==> config.mk <==
export PLATFORM = sky130hd
export DESIGN_NAME = irq_base_ctrl
export DESIGN_NICKNAME = d
export VERILOG_FILES = /design/src/rtl/irq_base_pkg.sv /design/src/rtl/irq_base_check.sv /design/src/rtl/irq_base_next.sv /design/src/rtl/irq_ldr_calc.sv /design/src/rtl/irq_base_ctrl.sv
export SDC_FILE = /design/constraint.sdc
export NUM_CORES = 1
export LEC_CHECK = 0
export ABC_AREA = 1
export BUFFER_PORTS_ARGS = -buffer_cell sky130_fd_sc_hd__buf_2
export CAP_MARGIN = 5
export CORE_ASPECT_RATIO = 1.1
export CORE_MARGIN = 2
export CORE_UTILIZATION = 45
export CTS_CLUSTER_DIAMETER = 50
export DETAILED_ROUTE_END_ITERATION = 10
export PLACE_DENSITY = 0.86
export SLEW_MARGIN = 20
export SYNTH_ARGS = -nofsm -noshare
export SYNTH_HDL_FRONTEND = slang
export SYNTH_SLANG_ARGS = --single-unit
==> constraint.sdc <==
create_clock -name clk -period 3.9 [get_ports clk]
set_input_delay 0.78 -clock clk [delete_from_list [all_inputs] [get_ports clk]]
set_output_delay 0.78 -clock clk [all_outputs]
set_load 0.01 [all_outputs]
==> src/rtl/irq_base_pkg.sv <==
package irq_base_pkg;
  localparam int EN_BIT  = 11;
  localparam int EXT_BIT = 10;
  localparam int BSP_BIT = 8;

  typedef enum logic [1:0] {
    MODE_OFF    = 2'd0,
    MODE_LEGACY = 2'd1,
    MODE_EXT    = 2'd2,
    MODE_BAD    = 2'd3
  } ctl_mode_e;

  function automatic ctl_mode_e mode_of(input logic en, input logic ext);
    if (!en && !ext)     return MODE_OFF;
    else if (en && !ext) return MODE_LEGACY;
    else if (en && ext)  return MODE_EXT;
    else                 return MODE_BAD;
  endfunction
endpackage

==> src/rtl/irq_base_check.sv <==
module irq_base_check
  import irq_base_pkg::*;
#(
  parameter int BASE_W = 64
) (
  input  logic [BASE_W-1:0] cur,
  input  logic [BASE_W-1:0] wdata,
  input  logic              ext_supported,
  output logic              reject
);
  logic cur_en, cur_ext, new_en, new_ext;
  logic bad_support, bad_state, bad_jump, bad_fallback;

  assign cur_en  = cur[EN_BIT];
  assign cur_ext = cur[EXT_BIT];
  assign new_en  = wdata[EN_BIT];
  assign new_ext = wdata[EXT_BIT];

  always_comb begin
    bad_support  = new_ext && !ext_supported;
    bad_state    = new_ext && !new_en;
    bad_jump     = !cur_en && !cur_ext && new_en && new_ext;
    bad_fallback = cur_en && cur_ext && new_en && !new_ext;
    reject       = bad_support || bad_state || bad_jump || bad_fallback;
  end
endmodule

==> src/rtl/irq_base_next.sv <==
module irq_base_next
  import irq_base_pkg::*;
#(
  parameter int BASE_W  = 64,
  parameter int ADDR_LO = 12,
  parameter int ADDR_HI = 31
) (
  input  logic [BASE_W-1:0] cur,
  input  logic [BASE_W-1:0] wdata,
  output logic [BASE_W-1:0] nxt,
  output logic              enter_ext,
  output logic              disabling
);
  always_comb begin
    nxt                   = '0;
    nxt[ADDR_HI:ADDR_LO]  = wdata[ADDR_HI:ADDR_LO];
    nxt[BSP_BIT]          = cur[BSP_BIT];
    nxt[EN_BIT]           = wdata[EN_BIT];
    nxt[EXT_BIT]          = wdata[EXT_BIT];
    enter_ext             = !cur[EXT_BIT] && wdata[EXT_BIT];
    disabling             = !wdata[EN_BIT];
  end
endmodule

==> src/rtl/irq_ldr_calc.sv <==
module irq_ldr_calc #(
  parameter int ID_W      = 32,
  parameter int LDR_W     = 32,
  parameter int MEMBER_W  = 4,
  parameter int LEGACY_LIM = 255
) (
  input  logic [ID_W-1:0]  init_id,
  input  logic             ext_supported,
  output logic [LDR_W-1:0] ldr,
  output logic             cfg_err
);
  localparam int MEMBERS = 1 << MEMBER_W;
  localparam int HALF    = LDR_W / 2;

  logic [HALF-1:0] member_mask;

  for (genvar g = 0; g < HALF; g++) begin : g_member
    if (g < MEMBERS) begin : g_live
      assign member_mask[g] = (init_id[MEMBER_W-1:0] == MEMBER_W'(g));
    end else begin : g_dead
      assign member_mask[g] = 1'b0;
    end
  end

  assign ldr     = {init_id[MEMBER_W +: HALF], member_mask};
  assign cfg_err = (init_id >= ID_W'(LEGACY_LIM)) && !ext_supported;
endmodule

==> src/rtl/irq_base_ctrl.sv <==
module irq_base_ctrl
  import irq_base_pkg::*;
#(
  parameter int          BASE_W     = 64,
  parameter int          ID_W       = 32,
  parameter int          LID_W      = 8,
  parameter int          LDR_W      = 32,
  parameter int          ADDR_LO    = 12,
  parameter int          ADDR_HI    = 31,
  parameter logic [19:0] RESET_ADDR = 20'hFEE00,
  parameter bit          RESET_BSP  = 1'b1
) (
  input  logic              clk,
  input  logic              rst_n,
  input  logic              ext_supported,
  input  logic [ID_W-1:0]   init_id,
  input  logic              wr_valid,
  output logic              wr_ready,
  input  logic [BASE_W-1:0] wr_data,
  input  logic              id_wr_valid,
  input  logic [LID_W-1:0]  id_wr_data,
  output logic [BASE_W-1:0] base_q,
  output logic [1:0]        mode,
  output logic              wr_err,
  output logic              sv_en_clr,
  output logic [LID_W-1:0]  legacy_id,
  output logic [LDR_W-1:0]  ext_ldr,
  output logic              id_cfg_err
);
  localparam int ADDR_W = ADDR_HI - ADDR_LO + 1;

  logic [BASE_W-1:0] reset_val;
  logic [BASE_W-1:0] nxt_val;
  logic [LDR_W-1:0]  ldr_val;
  logic              reject, enter_ext, disabling, take;
  logic              rdy_q;

  always_comb begin
    reset_val                  = '0;
    reset_val[ADDR_HI:ADDR_LO] = ADDR_W'(RESET_ADDR);
    reset_val[EN_BIT]          = 1'b1;
    reset_val[BSP_BIT]         = RESET_BSP;
  end

  irq_base_check #(.BASE_W(BASE_W)) u_check (
    .cur(base_q), .wdata(wr_data), .ext_supported(ext_supported), .reject(reject)
  );

  irq_base_next #(.BASE_W(BASE_W), .ADDR_LO(ADDR_LO), .ADDR_HI(ADDR_HI)) u_next (
    .cur(base_q), .wdata(wr_data), .nxt(nxt_val),
    .enter_ext(enter_ext), .disabling(disabling)
  );

  irq_ldr_calc #(.ID_W(ID_W), .LDR_W(LDR_W)) u_ldr (
    .init_id(init_id), .ext_supported(ext_supported),
    .ldr(ldr_val), .cfg_err(id_cfg_err)
  );

  assign take     = wr_valid && rdy_q;
  assign wr_ready = rdy_q;
  assign mode     = mode_of(base_q[EN_BIT], base_q[EXT_BIT]);

  always_ff @(posedge clk) begin
    if (!rst_n) begin
      rdy_q     <= 1'b0;
      base_q    <= reset_val;
      wr_err    <= 1'b0;
      sv_en_clr <= 1'b0;
      ext_ldr   <= '0;
      legacy_id <= init_id[LID_W-1:0];
    end else begin
      rdy_q     <= 1'b1;
      wr_err    <= take && reject;
      sv_en_clr <= take && !reject && disabling;
      if (take && !reject) begin
        base_q <= nxt_val;
        if (enter_ext) ext_ldr <= ldr_val;
      end
      if (take) begin
        legacy_id <= init_id[LID_W-1:0];
      end else if (id_wr_valid && !base_q[EXT_BIT]) begin
        legacy_id <= id_wr_data;
      end
    end
  end
endmodule

==> key figures, run 1 <==
Clock tree
  • Clock slew at reported path FFs: 0.06 ns
  • CTS resizes: 0
  • Later-pin clock latency in the skew report: 0.34 ns
  • Root buf cell: clkbuf_8
  • Postcts setup bufs: 0
  • CTS sink cnt: 65
  • CTS tree: done
  • Hold buffer count at cts: 0
  • Clock Tree Buf Depth: 2
  • Inserted Clock Buffers: 9
  • Number of H-tree levels: 3

Synthesis
  • Syn_area_per_cell: roughly 7.0 sq um
  • #FFs+latches synth: 65
  • Library cells used by synthesis: 21
  • Post-Syn Instances: around 460
  • Post-Syn Area: 3213 sq um
  • Ys Warns: 0
  • Seq/Total Area, Yosys: 0.4299

GRT
  • Grt total ovfl: 0
  • First-pass GRT wire length: 11370 microns
  • All-Layer GR Usage: 0.1792
  • Number of global-route vias before repair: 2621
  • Grt met3 use: 0.04367
  • Largest net degree at the start of global routing: 63
  • M2 GR Usage: 0.3130
  • Initial antenna violation count: 0
  • Grt peak-use layer: met2
  • GRT met1 Usage: 0.2074

Power and ir drop
  • Net switching power: 0.0003768 W
  • VDD IR max: 0.2153 mV
  • Comb power frac: 0.122
  • Leakage Power: 2.254 nW
  • Total power: 0.001497 W
  • Cell area power density: around 380 nW/um^2
  • Sw Ratio: 0.2518
  • Clk pwr share: 0.402
  • Sequential cell fraction of total power: 0.476
  • Pint: 0.001120 W

Timing
  • Tmin final: 2.369 ns
  • Final worst-path cycle share: 0.6074
  • Max_slew headroom: 0.4592
  • Setup violations, final: 0
  • RSZ-0062 raised after global routing: no
  • Min Hold Slack: approximately 0.46 ns
  • Worst clock skew: about 0.011 ns
  • F_max: 422.2 MHz
  • Slew of the pin with the lowest slew margin: 0.8097 ns
  • Final setup TNS: 0 ns
  • Hold Vio Cnt, Final: 0
  • Slew Viols, Final: 0

Detailed routing
  • DR iter-0 viols: 83
  • Routed Wire Length: 7229 microns
  • Post-DR wirelength/cell: 10.65 microns
  • First-pass iteration count of the detailed router: 5
  • Number of routed nets with antenna violations: 0
  • DR vias: roughly 3000
  • Residual DRC count: 0
  • Vias per cell: between 4 and 5

Die
  • Initial Util: 0.4612
  • Die ar.: 7833 sq um
  • Core Area: 6967 sq um
  • Die Wd: about 85 microns
  • Row cnt: 32
  • Die height: 92.63 microns
  • Number of top-level pins: 219

Placement
  • Post-DP HPWL: 5354 microns
  • Port buffer count: 134
  • RD Place Congestion: 0.7911

Cells and area
  • Multi-input logic area: 1364 sq um
  • Fin nets: 701
  • Fill cell count: 665
  • Sequential cell area: 1381 sq um
  • Syn-to-layout area delta: 22.74%
  • Fraction of layout cells with a size suffix above 1: 0.2744
  • Antenna diodes: 0

Hold path
  • Worst min-delay path class: register to register

Worst setup path
  • Max FO, Critical Path: 5
  • Nature of the critical path endpoint: output pin
  • Top cell by count, worst path: nor2_1
  • Req. time, crit path: 3.12 ns
  • Setup CP Type: input pin to output pin
  • Cells along the critical path: buf_2 > nand2_1 > nor2_1 > nand2_1 > nand3_1 > nor2_1 > nor2_1 > buf_2
  • Largest stage delay, worst path: approximately 0.14 ns
  • CP max-delay cell: nor2_1
  • Startpoint type of the worst setup path: input pin
  • Worst EP arrival: 1.59 ns

Job
  • MaxCap Viol Count: 0

Outcome
  • Outcome: finished clean
==> final timing paths <==
path,from,to,slack (ns),depth (start not counted)
worst max-delay path,init_id[0],id_cfg_err,1.53,8
worst min-delay path,base_q[25],base_q[25],0.46,2
worst max register to register,base_q[10],ext_ldr[29],1.74,8
worst min register to register,base_q[25],base_q[25],0.46,2
==> critical path: cells and delay by family <==
family / cells / cell delay, ns
buffers and inverters: 2 / 0.26
and+or+nand+nor: 6 / 0.54
==> through the flow <==
| step | worst slack (ns) | std cells | utilization | cell area (sq um) |
|---|---|---|---|---|
| 2_1_floorplan | 1.811 | 502 | - | 3363 |
| 3_3_place_gp | 1.503 | 663 | 0.5352 | 3729 |
| 3_5_place_dp | 1.511 | 663 | 0.5352 | 3729 |
| 4_1_cts | 1.519 | 679 | 0.5661 | 3944 |
| 5_1_grt | 1.396 | 679 | 0.5661 | 3944 |
| 6_report | 1.531 | 679 | 0.5661 | 3944 |
==> Yosys cell counts <==
| cell type | number | area share |
|---|---|---|
| nand2_1 | 123 | 0.14 |
| nor2_1 | 99 | 0.12 |
| dfxtp_1 | 57 | 0.36 |
| buf_4 | 46 | 0.11 |
| inv_1 | 44 | 0.051 |
| nand3_1 | 35 | 0.055 |
| a21oi_1 | 11 | 0.017 |
| buf_2 | 8 | 0.012 |
| edfxtp_1 | 8 | 0.075 |
| inv_2 | 5 | 0.0058 |
| clkbuf_1 | 4 | 0.0047 |
| o21ai_1 | 4 | 0.0062 |
| buf_6 | 3 | 0.011 |
| ha_1 | 3 | 0.012 |
| nand2_2 | 3 | 0.0058 |
| nand4_1 | 3 | 0.0058 |
| conb_1 | 2 | 0.0023 |
| nand4_4 | 1 | 0.0066 |
| nor2_4 | 1 | 0.0035 |
| nor3_1 | 1 | 0.0016 |
| nor3_2 | 1 | 0.0031 |
==> kinds of logic after synthesis <==
kind of cell               synth area share
other                              0.002337
DFF                                  0.4299
AOI/OAI and AO/OA                   0.02336
and+or+nand+nor                      0.3403
adders and majority gates           0.01168
buffers and inverters                0.1924
==> routing by layer <==
| layer | vias to the layer above | routed length (microns) |
|---|---|---|
| li1 | 1567 | - |
| met1 | 1344 | 3023 |
| met2 | 124 | 3507 |
| met3 | 13 | 575 |
| met4 | 0 | 121 |
| met5 | - | 0 |
==> area by class of cell <==
| cell class | instances | area share |
|---|---|---|
| Inverter | 49 | 0.04664 |
| Clock buffer | 12 | 0.04220 |
| Tap cell | 85 | 0.02697 |
| Clock inverter | 4 | 0.01237 |
| Multi-Input combinational cell | 327 | 0.3458 |
| Timing Repair Buffer | 137 | 0.1758 |
| Sequential cell | 65 | 0.3503 |
==> power groups by stage <==
stage / Combinational, W / Sequential, W / Clock (W)
2_1_floorplan: 0.000124 / 0.000740 / 0
3_3_place_gp: 0.000179 / 0.000727 / 0
3_5_place_dp: 0.000183 / 0.000728 / 0
4_1_cts: 0.000183 / 0.000713 / 0.000616
5_1_grt: 0.000205 / 0.000715 / 0.000643
6_report: 0.000183 / 0.000713 / 0.000601
==> cell usage in the layout (no fill, tap or decap), drive strengths merged, types with 4 or more instances in the layout <==
master	Yosys	final
a21oi	11	11
buf	57	137
clkbuf	4	12
conb	2	42
dfxtp	57	57
edfxtp	8	8
inv	49	49
nand2	126	126
nand3	35	35
nand4	4	4
nor2	100	100
o21ai	4	4
==> state kept, by name, summed over array words and instances, names as in the netlist <==
| register | cells |
|---|---|
| legacy_id | 8 |
| base_q | 22 |
| wr_ready | 1 |
| ext_ldr | 32 |
| wr_err | 1 |
| sv_en_clr | 1 |
Power figures use the tool's default switching activity.
==> inputs of run 2 (changes only) <==
- CORE_UTILIZATION: 45 -> 42
- PLACE_DENSITY: 0.86 -> 0.81
- clock period: 3.9 -> 2.35 ns (I/O delays scaled with it)
==> run 2 against run 1 <==
  * Via count is 1.6% lower
  * Clock skew shrank 0.0016 ns
  * Combinational power grew 64%
  * Sequential power up 65%
  * Final cell count grew 0.44%
  * Hold slack worse by 0.10 ns
  * Final area rose by 1.4%
==> key figures, run 2 (synthesized netlist as in run 1, its figures left out) <==
Timing
  • Tmin final: 1.863 ns
  • Final setup TNS: 0 ns (unchanged)
  • Setup violations, final: 0 (unchanged)
  • Slew Viols, Final: 0 (unchanged)
  • Final worst-path cycle share: 0.7929
  • Hold Vio Cnt, Final: 0 (unchanged)
  • F_max: 536.7 MHz
  • Worst clock skew: 0.008942 ns (-0.001611 ns)
  • RSZ-0062 raised after global routing: no

Worst setup path
  • CP Capture Point: id_cfg_err
  • Critical path origin: init_id[16]
  • R2R Path End: ext_ldr[23]
  • Startpoint type of the worst setup path: input pin
  • Nature of the critical path endpoint: output pin
  • R2R cell count: 10 (+2)
  • Reg2Reg Setup Slack: 0.65 ns (-1.09 ns)
  • Req. time, crit path: 1.88 ns (-1.24 ns)
  • R2R Path Start: base_q[10]
  • Worst EP arrival: 1.39 ns (-0.20 ns)
  • Max FO, Critical Path: 2 (-3)
  • Setup CP Type: input pin to output pin

Power and ir drop
  • Sequential cell fraction of total power: 0.443 (-0.033)
  • Comb power frac: 0.113 (-0.009)
  • VDD IR max: 0.3182 mV (+48%)
  • Pint: 0.001992 W (+78%)
  • Net switching power: 0.0006773 W (+80%)
  • Clk pwr share: 0.444 (+0.042)
  • Sw Ratio: 0.2537 (+0.001940)
  • Leakage Power: 2.277 nW (+1.0%)
  • Cell area power density: 667.3 nW/um^2 (+76%)

Placement
  • RD Place Congestion: 0.7520 (-4.9%)
  • Placed instance count: 666 (+0.45%)
  • Post-DP HPWL: 5296 microns (-1.1%)
  • Port buffer count: 134 (unchanged)

Clock tree
  • Clock slew at reported path FFs: 0.08 ns (+0.02 ns)
  • CTS sink cnt: 65 (unchanged)
  • Number of H-tree levels: 3 (unchanged)
  • Clock Tree Buf Depth: 2 (unchanged)
  • CTS resizes: 0 (unchanged)
  • Inserted Clock Buffers: 9 (unchanged)
  • Hold buffer count at cts: 0 (unchanged)
  • CTS tree: done
  • Root buf cell: clkbuf_8
  • Postcts setup bufs: 0 (unchanged)
  • Later-pin clock latency in the skew report: 0.34 ns (about the same)

GRT
  • All-Layer GR Usage: 0.1698 (-0.009366)
  • First-pass GRT wire length: 11160 microns (-1.8%)
  • Number of global-route vias before repair: 2632 (+0.42%)
  • Largest net degree at the start of global routing: 63 (unchanged)
  • Initial antenna violation count: 0 (unchanged)
  • Grt total ovfl: 0 (unchanged)

Die
  • Die Wd: 87.40 microns (+3.3%)
  • Core Area: 7432 sq um (+6.7%)
  • Number of top-level pins: 219 (unchanged)
  • Row cnt: 33 (+3.1%)
  • Die height: 95.74 microns (+3.4%)
  • Initial Util: 0.4323 (-0.02888)
  • Die ar.: 8367 sq um (+6.8%)

Detailed routing
  • First-pass iteration count of the detailed router: 4 (-1)
  • Number of routed nets with antenna violations: 0 (unchanged)
  • Routed Wire Length: 7250 microns (+0.29%)
  • Post-DR wirelength/cell: 10.63 microns (-0.15%)
  • Vias per cell: 4.396 (-2.1%)
  • DR vias: 2998 (-1.6%)
  • Residual DRC count: 0 (unchanged)
  • DR iter-0 viols: 90 (+8.4%)

Cells and area
  • Final cell count without fillers: 682 (+0.44%)
  • Fill cell count: 724 (+8.9%)
  • Antenna diodes: 0 (unchanged)
  • Reg with most FFs: ext_ldr
  • Most common cell after layout, fill and taps aside: buf_2
  • Fraction of layout cells with a size suffix above 1: 0.2773 (+0.002900)
  • Max reg flops: 32 (unchanged)
  • Largest registers: ext_ldr (32), base_q (22), legacy_id (8)
  • Fin nets: 702 (+0.14%)
  • Most frequent cells in the layout: buf_2, nand2_1, nor2_1
  • Syn-to-layout area delta: 24.49%

Job
  • MaxCap Viol Count: 0 (unchanged)

Hold path
  • Worst min-delay path class: input pin to register

Outcome
  • Outcome: finished clean
-- run 2: worst min path at each step --
stage,depth (start not counted),end,from,slack [ns]
after floorplan,2,base_q[12],base_q[12],0.48
after global placement,2,base_q[26],base_q[26],0.43
after detailed placement,2,base_q[26],base_q[26],0.44
after CTS,3,ext_ldr[22],init_id[10],0.34
after global routing,2,sv_en_clr,wr_data[11],0.35
final,3,ext_ldr[22],init_id[10],0.36
-- run 2: per-layer routing --
layer  GRT usage  up-vias  routed length (microns)
met4     0.06154        0                      129
met1      0.1931     1300                     3039
met3     0.05918       12                      606
met2      0.2936      119                     3476
li1            -     1567                        -
met5           0        -                        0
-- run 2: layout make-up --
type,count,area [sq um],area share
sequential,65,1381,0.3453
inverter,49,183.9,0.04598
tap,87,108.9,0.02721
multi-input combinational,327,1364,0.3409
timing repair buffer,138,713.2,0.1783
clock buffer,9,123.9,0.03097
clock inverter,7,125.1,0.03128
-- run 2: stage by stage --
stage	area [sq um]	power [W]	setup slack, ns	hold slack (ns)	utilization
floorplan	3363	0.001435	0.7248	0.4836	-
global placement	3751	0.001503	0.4811	0.4329	0.5047
detailed placement	3751	0.001509	0.4741	0.4390	0.5047
CTS	4000	0.002694	0.4679	0.3416	0.5382
global route	4000	0.002791	0.3573	0.3512	0.5382
finish	4000	0.002669	0.4867	0.3570	0.5382
-- run 2: critical path: stages --
cell,delay (ns)
buf_2,0.11
nor2_1,0.10
nand2_1,0.06
nor2_1,0.13
nand3_1,0.09
nor2_1,0.23
nor2_1,0.06
buf_2,0.14
-- run 2: power groups by stage --
stage	logic (W)	registers, W	clock network, W
after detailed placement	0.000301	0.00121	0
after global routing	0.000341	0.00119	0.00126
after floorplan	0.000206	0.00123	0
after global placement	0.000296	0.00121	0
final	0.000301	0.00118	0.00119
after CTS	0.000302	0.00118	0.00121
